[config.mk]
export PLATFORM = sky130hd
export DESIGN_NAME = elastic_store
export DESIGN_NICKNAME = d
export VERILOG_FILES = /design/src/rtl/es_pkg.sv /design/src/rtl/es_limit.sv /design/src/rtl/es_store.sv /design/src/rtl/es_ctrl.sv /design/src/rtl/elastic_store.sv
export SDC_FILE = /design/constraint.sdc
export NUM_CORES = 1
export LEC_CHECK = 0
export CORE_ASPECT_RATIO = 0.75
export CORE_MARGIN = 3
export CORE_UTILIZATION = 40
export CTS_CLUSTER_SIZE = 10
export DETAILED_ROUTE_END_ITERATION = 16
export PLACE_DENSITY = 0.54
export SYNTH_ARGS = -nofsm -noshare
export SYNTH_HDL_FRONTEND = slang
export SYNTH_SLANG_ARGS = --single-unit
[constraint.sdc]
create_clock -name clk -period 3.75 [get_ports clk]
set_input_delay 0.5625 -clock clk [delete_from_list [all_inputs] [get_ports clk]]
set_output_delay 0.5625 -clock clk [all_outputs]
set_load 0.005 [all_outputs]
[src/rtl/es_pkg.sv]
package es_pkg;

  // Advance a pointer by one position in a ring of size depth.
  function automatic int unsigned ring_inc(int unsigned p, int unsigned depth);
    return (p + 1 == depth) ? 0 : p + 1;
  endfunction

  // Step a pointer k positions backwards in a ring of size depth (k <= depth).
  function automatic int unsigned ring_back(int unsigned p, int unsigned k,
                                            int unsigned depth);
    return (p >= k) ? p - k : p + depth - k;
  endfunction

endpackage

[src/rtl/es_limit.sv]
module es_limit #(
  parameter int DEPTH = 80,
  localparam int FW = $clog2(DEPTH + 1)
) (
  input  logic          limit_en,
  input  logic          rd_en,
  input  logic [FW-1:0] fill,
  output logic          nudge_extra,
  output logic          nudge_hold
);
  logic near_full;
  logic near_empty;

  always_comb begin
    near_full   = fill >= FW'(DEPTH - 1);
    near_empty  = fill <= FW'(1);
    nudge_extra = limit_en && near_full && !rd_en;
    nudge_hold  = limit_en && near_empty && rd_en;
  end
endmodule

[src/rtl/es_store.sv]
module es_store #(
  parameter int DEPTH = 80,
  localparam int PW = $clog2(DEPTH)
) (
  input  logic          clk,
  input  logic          rst_n,
  input  logic          wr_do,
  input  logic [PW-1:0] wr_ptr,
  input  logic          wr_bit,
  input  logic          rd_do,
  input  logic [PW-1:0] rd_ptr,
  output logic          rd_bit
);
  logic [DEPTH-1:0] cells;

  for (genvar g = 0; g < DEPTH; g++) begin : g_cell
    always_ff @(posedge clk or negedge rst_n) begin
      if (!rst_n)                               cells[g] <= 1'b0;
      else if (wr_do && wr_ptr == PW'(g))       cells[g] <= wr_bit;
    end
  end

  always_ff @(posedge clk or negedge rst_n) begin
    if (!rst_n)     rd_bit <= 1'b0;
    else if (rd_do) rd_bit <= cells[rd_ptr];
  end
endmodule

[src/rtl/es_ctrl.sv]
module es_ctrl
  import es_pkg::*;
#(
  parameter int DEPTH = 80,
  localparam int PW = $clog2(DEPTH),
  localparam int FW = $clog2(DEPTH + 1),
  localparam int CENTER = DEPTH / 2
) (
  input  logic          clk,
  input  logic          rst_n,
  input  logic          wr_en,
  input  logic          rd_en,
  input  logic          cent_en,
  input  logic          cent_req,
  input  logic          flag_clr,
  input  logic          nudge_extra,
  input  logic          nudge_hold,
  output logic          cent_act,
  output logic          wr_do,
  output logic          rd_do,
  output logic          ovf_ev,
  output logic          unf_ev,
  output logic [PW-1:0] wr_ptr,
  output logic [PW-1:0] rd_ptr,
  output logic [FW-1:0] fill,
  output logic          ovf_flag,
  output logic          unf_flag
);
  logic          boot;
  logic          rd_try;
  logic [PW-1:0] wr_nxt;
  logic [PW-1:0] rd_nxt;
  logic [FW-1:0] fill_nxt;

  always_comb begin
    cent_act = cent_en && (cent_req || boot);
    rd_try   = (rd_en && !nudge_hold) || nudge_extra;
    unf_ev   = !cent_act && rd_try && fill == '0;
    rd_do    = !cent_act && rd_try && fill != '0;
    wr_do    = wr_en;
    ovf_ev   = !cent_act && wr_en && fill == FW'(DEPTH) && !rd_do;

    wr_nxt = wr_do ? PW'(ring_inc(int'(wr_ptr), DEPTH)) : wr_ptr;

    if (cent_act)
      rd_nxt = PW'(ring_back(int'(wr_nxt), CENTER, DEPTH));
    else if (rd_do || ovf_ev)
      rd_nxt = PW'(ring_inc(int'(rd_ptr), DEPTH));
    else
      rd_nxt = rd_ptr;

    if (cent_act)              fill_nxt = FW'(CENTER);
    else if (ovf_ev)           fill_nxt = fill;
    else if (wr_do && !rd_do)  fill_nxt = fill + FW'(1);
    else if (!wr_do && rd_do)  fill_nxt = fill - FW'(1);
    else                       fill_nxt = fill;
  end

  always_ff @(posedge clk or negedge rst_n) begin
    if (!rst_n) begin
      boot     <= 1'b1;
      wr_ptr   <= '0;
      rd_ptr   <= '0;
      fill     <= '0;
      ovf_flag <= 1'b0;
      unf_flag <= 1'b0;
    end else begin
      boot     <= 1'b0;
      wr_ptr   <= wr_nxt;
      rd_ptr   <= rd_nxt;
      fill     <= fill_nxt;
      ovf_flag <= ovf_ev || (ovf_flag && !flag_clr);
      unf_flag <= unf_ev || (unf_flag && !flag_clr);
    end
  end
endmodule

[src/rtl/elastic_store.sv]
module elastic_store #(
  parameter int DEPTH = 80,
  localparam int PW = $clog2(DEPTH),
  localparam int FW = $clog2(DEPTH + 1)
) (
  input  logic          clk,
  input  logic          rst_n,
  input  logic          wr_en,
  input  logic          din,
  input  logic          rd_en,
  output logic          dout,
  input  logic          cent_en,
  input  logic          limit_en,
  input  logic          cent_req,
  output logic [FW-1:0] fill_lvl,
  output logic          ovf_flag,
  output logic          unf_flag,
  input  logic          flag_clr
);
  logic          nudge_extra;
  logic          nudge_hold;
  logic          cent_act;
  logic          wr_do;
  logic          rd_do;
  logic          ovf_ev;
  logic          unf_ev;
  logic [PW-1:0] wr_ptr;
  logic [PW-1:0] rd_ptr;

  es_limit #(.DEPTH(DEPTH)) u_limit (
    .limit_en   (limit_en),
    .rd_en      (rd_en),
    .fill       (fill_lvl),
    .nudge_extra(nudge_extra),
    .nudge_hold (nudge_hold)
  );

  es_ctrl #(.DEPTH(DEPTH)) u_ctrl (
    .clk        (clk),
    .rst_n      (rst_n),
    .wr_en      (wr_en),
    .rd_en      (rd_en),
    .cent_en    (cent_en),
    .cent_req   (cent_req),
    .flag_clr   (flag_clr),
    .nudge_extra(nudge_extra),
    .nudge_hold (nudge_hold),
    .cent_act   (cent_act),
    .wr_do      (wr_do),
    .rd_do      (rd_do),
    .ovf_ev     (ovf_ev),
    .unf_ev     (unf_ev),
    .wr_ptr     (wr_ptr),
    .rd_ptr     (rd_ptr),
    .fill       (fill_lvl),
    .ovf_flag   (ovf_flag),
    .unf_flag   (unf_flag)
  );

  es_store #(.DEPTH(DEPTH)) u_store (
    .clk   (clk),
    .rst_n (rst_n),
    .wr_do (wr_do),
    .wr_ptr(wr_ptr),
    .wr_bit(din),
    .rd_do (rd_do),
    .rd_ptr(rd_ptr),
    .rd_bit(dout)
  );
endmodule

==> results of run 1 <==
-- cell type report --
class | count | area [µm²]
fill | 1322 | 7500
clock buffer | 9 | 225
tap | 195 | 244
inverter | 13 | 48.8
sequential | 105 | 2630
timing repair buffer | 25 | 250
clock inverter | 7 | 56.3
multi-input combinational | 387 | 3020
-- cell families (layout without fill, tap and decap cells) --
logic type | count (synthesis) | in the layout | synth area share, %
buf+inv | 46 | 54 | 3.19
mux | 110 | 110 | 25.8
xor+xnor | 12 | 12 | 1.80
compound gates | 63 | 63 | 6.79
fa+ha+maj | 12 | 12 | 2.57
simple gates | 189 | 189 | 14.8
flops | 105 | 105 | 45.0
other cells | 1 | 1 | 0.0642
-- synthesized netlist by cell type, types with 4 or more instances --
library cell  instances
xnor2_1               8
mux2_1                7
ha_1                 12
nand2_1              45
a21oi_1              15
mux2_2               76
a211oi_1              5
nand3_1              13
o21ai_0              13
nor3_1               12
buf_1                 6
o21ai_1               6
nand4_1              11
nor2_1               80
inv_1                12
xor2_1                4
clkbuf_1             23
dfrtp_1             104
mux4_2               24
and3_1                4
nor2b_1               5
-- stage by stage --
step / cells / worst slack, ns
after global placement: 725 / 0.606
final: 741 / 0.899
after floorplan: 538 / 1.28
after detailed placement: 725 / 0.598
after global routing: 741 / 0.688
after CTS: 741 / 0.939
-- worst paths after layout --
path | startpoint | endpoint | slack [ns] | depth (start not counted)
min in group clk | u_store.cells[22]$_DFFE_PN0P_ | u_store.cells[22]$_DFFE_PN0P_ | 0.50 | 1
setup / recovery | wr_en | u_ctrl.rd_ptr[5]$_DFFE_PN0P_ | 0.90 | 8
hold / removal | rst_n | u_store.cells[19]$_DFFE_PN0P_ | 0.33 | 1
setup reg to reg | u_ctrl.wr_ptr[0]$_DFF_PN0_ | u_ctrl.rd_ptr[4]$_DFFE_PN0P_ | 0.92 | 10
hold reg to reg | u_store.cells[22]$_DFFE_PN0P_ | u_store.cells[22]$_DFFE_PN0P_ | 0.50 | 1
max in group asynchronous | rst_n | u_store.cells[56]$_DFFE_PN0P_ | 2.69 | 2
-- sequential cells by signal (all words and copies together), names as in the netlist --
| register | count |
|---|---|
| u_ctrl.rd_ptr | 7 |
| u_store.cells | 80 |
| u_ctrl.fill | 7 |
| u_ctrl.wr_ptr | 7 |
| u_ctrl.boot | 1 |
| u_store.rd_bit | 1 |
| u_ctrl.ovf_flag | 1 |
| u_ctrl.unf_flag | 1 |
-- per-layer routing --
layer,GRT usage [%],vias up
met3,4.76,13
met2,25.1,86
li1,-,1928
met1,28.7,2046
met5,0,-
met4,3.92,0
-- placed cells by master, fill, tap and decap left out, types with 6 or more instances in the layout --
cell type / instances
nand2_1: 45
dfrtp_1: 104
a21oi_1: 15
o21ai_0: 13
buf_4: 6
mux2_2: 76
nand3_1: 13
ha_1: 12
xnor2_1: 8
clkbuf_16: 9
clkdlybuf4s50_1: 16
mux2_1: 7
mux4_2: 24
nor3_1: 12
o21ai_1: 6
nor2_1: 80
nand4_1: 11
inv_1: 12
-- critical path, cell delays in order --
cell             delay [ns]
clkdlybuf4s50_1        0.50
buf_4                  0.29
nand3_1                0.37
o22a_1                 0.32
a211oi_1               0.51
a211oi_1               0.17
o221ai_1               0.21
a21boi_1               0.18
-- where the power goes --
part / internal, mW / switching, mW / leakage [nW]
Combinational: 0.741 / 0.761 / 1.22
Sequential: 1.43 / 0.396 / 1.38
Clock: 0.456 / 0.445 / 0.130
==> impl_metrics.py, run 1 <==
metrics = {
    "detailed_routing": {
        "wl_met1_um": 7290,
        "viasPerCell": 5.50,
        "routedWlPerCell_um": 19.0,
        "highest_layer": "met4",
        "wl_met3_um": 690,
        "antenna_left": 0,
        "drc": 0,
        "wl_met2_um": 5970,
        "initialDrtViolationCount": 368,
        "via_count": 4073,
        "drt_pass1_iterations": 5,
        "wl_um": 14100,
    },
    "cts": {
        "clock_path_buffers": 2,
        "cts-htree-levels": 3,
        "cts_sinks": 105,
        "cts_tree": "yes",
        "ctsResizeCount": 0,
        "clk_pin_slew_ns": 0.07,
        "clock_latency_ns": 0.35,
        "cts.root.buffer_cell": "clkbuf_16",
        "cts-hold-fix-buffers": 0,
        "post_cts_buffers": 0,
        "cts_buffers": 9,
    },
    "logic_synthesis": {
        "async_reset_ff_share_pct": 100,
        "syn_avg_cell_area_um2": 10.9,
        "syn-num-nets": 559,
        "ys_types": 54,
        "yosysWarningCount": 0,
        "yosysSeqAreaShare_pct": 45.0,
        "synth_top_area_share_pct": 44.6,
        "postSynthCellCount": 538,
        "ys_ff_latch": 105,
        "synth_edf_count": 0,
        "synthesis.area_um2": 5840,
        "synth_ff_type": "dfrtp_1",
        "netlist_top_cells_area": "dfrtp_1 (45%), mux2_2 (15%), mux4_2 (9.3%)",
        "yosysTopAreaCell": "dfrtp_1",
    },
    "sta": {
        "final_hold_viol_count": 0,
        "finalSetupViolCount": 0,
        "skew_ns": 0.00922,
        "max_freq_mhz": 351,
        "tightest_slew_ns": 1.26,
        "slew_violations": 0,
        "setup-tns-final_ns": 0,
        "grt_setup_unrepaired": "false",
        "hold_ws_ns": 0.327,
        "timing.final.crit_period_ns": 2.85,
        "fin_crit_sh_pct": 76.0,
        "max-slew-margin-rel_pct": 16.0,
    },
    "power_and_ir_drop": {
        "power.leakage_nw": 2.73,
        "finalPower_mw": 4.23,
        "max-vdd-ir-drop_uv": 256,
        "power_density_nw_per_um2": 653,
    },
    "outcome": {
        "status": "completed",
    },
    "finish": {
        "drive_gt1_share_pct": 23.3,
        "finalCoreUtilization_pct": 46.3,
        "final_nets": 562,
        "design_area_um2": 6480,
        "area_growth_syn_to_layout_pct": 10.9,
        "num_antenna_cells": 0,
    },
    "floorplanning": {
        "dieHeight_um": 111,
        "start_util_pct": 41.8,
        "die_w_um": 146,
        "num_io_pins": 19,
        "fp.dieArea_um2": 16100,
        "num_rows": 37,
        "core-area_um2": 14000,
    },
    "critical_path": {
        "worst_setup_path_start_kind": "input port",
        "cp_max_fo": 23,
        "cp.arrival_ns": 3.12,
        "end_kind": "flop",
        "required_ns": 4.02,
        "path_class": "input port to flop",
    },
    "placed_design": {
        "port-buffer-count": 18,
        "gp_congestion": 0.819,
        "place_area_um2": 6200,
        "hpwlAfterDp_um": 9880,
    },
    "min_path": {
        "hold_path.class": "input port to asynchronous set/reset pin",
    },
    "flow_run": {
        "cap_violations": 0,
    },
    "grt": {
        "grt_max_degree": 81,
        "grt_pass1_wl_um": 23300,
        "overflow": 0,
        "antenna_found_initial": 0,
        "grt_pass1_vias": 4061,
        "grt_use_total_pct": 18.2,
    },
}
No activity file was read; power rests on OpenSTA's default activity.
==> run 2, diff against run 1 <==
Settings changed: PLACE_DENSITY 0.54 to 0.56.
Clock period 3.75 ns to 2.61 ns, I/O delays scaled along.
==> run 2 against run 1 <==
  * Clock power up 54%
  * First-iteration DRC count fell by 26%
  * Hold slack got worse by 0.26 ns
  * Die area is the same
  * Critical path type is now flop to flop
==> impl_metrics.py, run 2 (synthesis results as in run 1) <==
metrics = {
    "placed_design": {
        "hpwlAfterDp_um": 10400,
        "port-buffer-count": 18,
        "gp_congestion": 0.830,
        "dp_slack_ns": 0.00334,
    },
    "floorplanning": {
        "num_io_pins": 19,
        "core-area_um2": 14000,
        "dieHeight_um": 111,
        "num_rows": 37,
        "start_util_pct": 41.8,
        "fp.dieArea_um2": 16100,
        "die_w_um": 146,
    },
    "finish": {
        "area_growth_syn_to_layout_pct": 16.0,
        "largest_reg_flops": 80,
        "drive_gt1_share_pct": 27.7,
        "largest_register": "u_store.cells",
        "final_cell_mix": "dfrtp_1 (102), nor2_1 (80), mux2_2 (76)",
        "num_antenna_cells": 0,
        "final_nets": 593,
        "fillers": 1325,
        "final_common_cell": "dfrtp_1",
        "ff_latch_area_um2": 2630,
        "multi_input_area_um2": 3020,
    },
    "sta": {
        "setup-tns-final_ns": 0,
        "slew_violations": 0,
        "tightest_slew_ns": 0.802,
        "skew_ns": 0.00909,
        "max_freq_mhz": 414,
        "finalSetupViolCount": 0,
        "final_hold_viol_count": 0,
        "max-slew-margin-rel_pct": 46.5,
        "timing.final.crit_period_ns": 2.41,
        "fin_crit_sh_pct": 92.4,
        "final.setup.worst_slack_ns": 0.197,
        "grt_setup_unrepaired": "false",
    },
    "detailed_routing": {
        "antenna_left": 0,
        "wl_met2_um": 6190,
        "via_count": 4191,
        "highest_layer": "met4",
        "wl_met1_um": 7510,
        "drc": 0,
        "wl_met3_um": 683,
        "drt_pass1_iterations": 4,
        "initialDrtViolationCount": 271,
        "viasPerCell": 5.43,
        "routedWlPerCell_um": 18.8,
        "wl_um": 14500,
    },
    "critical_path": {
        "cp.arrival_ns": 2.64,
        "required_ns": 2.84,
        "reg2reg_depth": 10,
        "path_class": "flop to flop",
        "cp_max_fo": 4,
        "worst_setup_path_start_kind": "flop",
        "end_kind": "flop",
    },
    "cts": {
        "clk_pin_slew_ns": 0.07,
        "cts-htree-levels": 3,
        "cts_tree": "yes",
        "cts_sinks": 105,
        "cts_buffers": 9,
        "clock_latency_ns": 0.35,
        "clock_path_buffers": 2,
        "cts.root.buffer_cell": "clkbuf_16",
    },
    "grt": {
        "overflow": 0,
        "grt_max_degree": 49,
        "grt_use_total_pct": 18.9,
        "grt_pass1_vias": 4237,
        "antenna_found_initial": 0,
        "grt_pass1_wl_um": 24100,
    },
    "power_and_ir_drop": {
        "max-vdd-ir-drop_uv": 453,
        "power_density_nw_per_um2": 939,
        "power.leakage_nw": 2.92,
    },
    "outcome": {
        "status": "completed",
    },
    "flow_run": {
        "cap_violations": 0,
    },
    "min_path": {
        "hold_path.class": "input port to asynchronous set/reset pin",
    },
}
run 2: report_power, final:
part | leakage, nW | internal, mW | switching, mW
logic | 1.39 | 1.23 | 1.24
clock network | 0.152 | 0.755 | 0.635
registers | 1.38 | 2.06 | 0.438
run 2: timing repair:
item                                    in CTS  in global routing
resized for setup                            0                  2
hold buffers                                 0                  0
endpoints found under the hold margin        0                  0
setup buffers                                0                  2
endpoints found under the setup margin       0                  7
run 2: critical path, cell delays in order, from the launching register on:
cell      delay, ns
dfrtp_2        0.43
ha_1           0.20
o21bai_1       0.20
a31oi_1        0.27
o211ai_1       0.14
ha_1           0.24
or3_1          0.33
nor4_1         0.18
o21ai_1        0.10
xor2_1         0.14
nand2_1        0.06
run 2: metrics by stage:
step / cell area (µm²) / hold WS, ns / utilization [%] / cells / total power [mW]
3_3_place_gp: 6450 / 0.465 / 46.1 / 754 / 4.93
2_1_floorplan: 5840 / 0.0959 / - / 538 / 4.07
6_report: 6770 / 0.0698 / 48.4 / 772 / 6.36
3_5_place_dp: 6450 / 0.473 / 46.1 / 754 / 4.98
5_1_grt: 6770 / 0.115 / 48.4 / 772 / 6.79
4_1_cts: 6750 / 0.102 / 48.3 / 770 / 6.38
run 2: worst paths after layout:
path | startpoint | endpoint | slack [ns]
worst max-delay path | u_ctrl.fill[0]$_DFFE_PN0P_ | u_ctrl.fill[5]$_DFFE_PN0P_ | 0.20
worst min-delay path | rst_n | u_store.cells[51]$_DFFE_PN0P_ | 0.07
worst max register to register | u_ctrl.fill[0]$_DFFE_PN0P_ | u_ctrl.fill[5]$_DFFE_PN0P_ | 0.20
worst min register to register | u_store.cells[7]$_DFFE_PN0P_ | u_store.cells[7]$_DFFE_PN0P_ | 0.49
max in group asynchronous | rst_n | u_store.cells[76]$_DFFE_PN0P_ | 1.83
min in group clk | u_store.cells[7]$_DFFE_PN0P_ | u_store.cells[7]$_DFFE_PN0P_ | 0.49
run 2: area by class of cell:
type / instances / area share [%]
timing repair buffer: 56 / 7.69
sequential: 105 / 38.9
multi-input combinational: 387 / 44.7
inverter: 13 / 0.721
clock inverter: 7 / 1.15
clock buffer: 9 / 3.33
tap: 195 / 3.60
run 2: routing by layer:
| layer | track usage [%] | vias to the layer above |
|---|---|---|
| met5 | 0 | - |
| met2 | 26.9 | 78 |
| met1 | 29.3 | 2117 |
| li1 | - | 1983 |
| met4 | 3.54 | 0 |
| met3 | 4.63 | 13 |
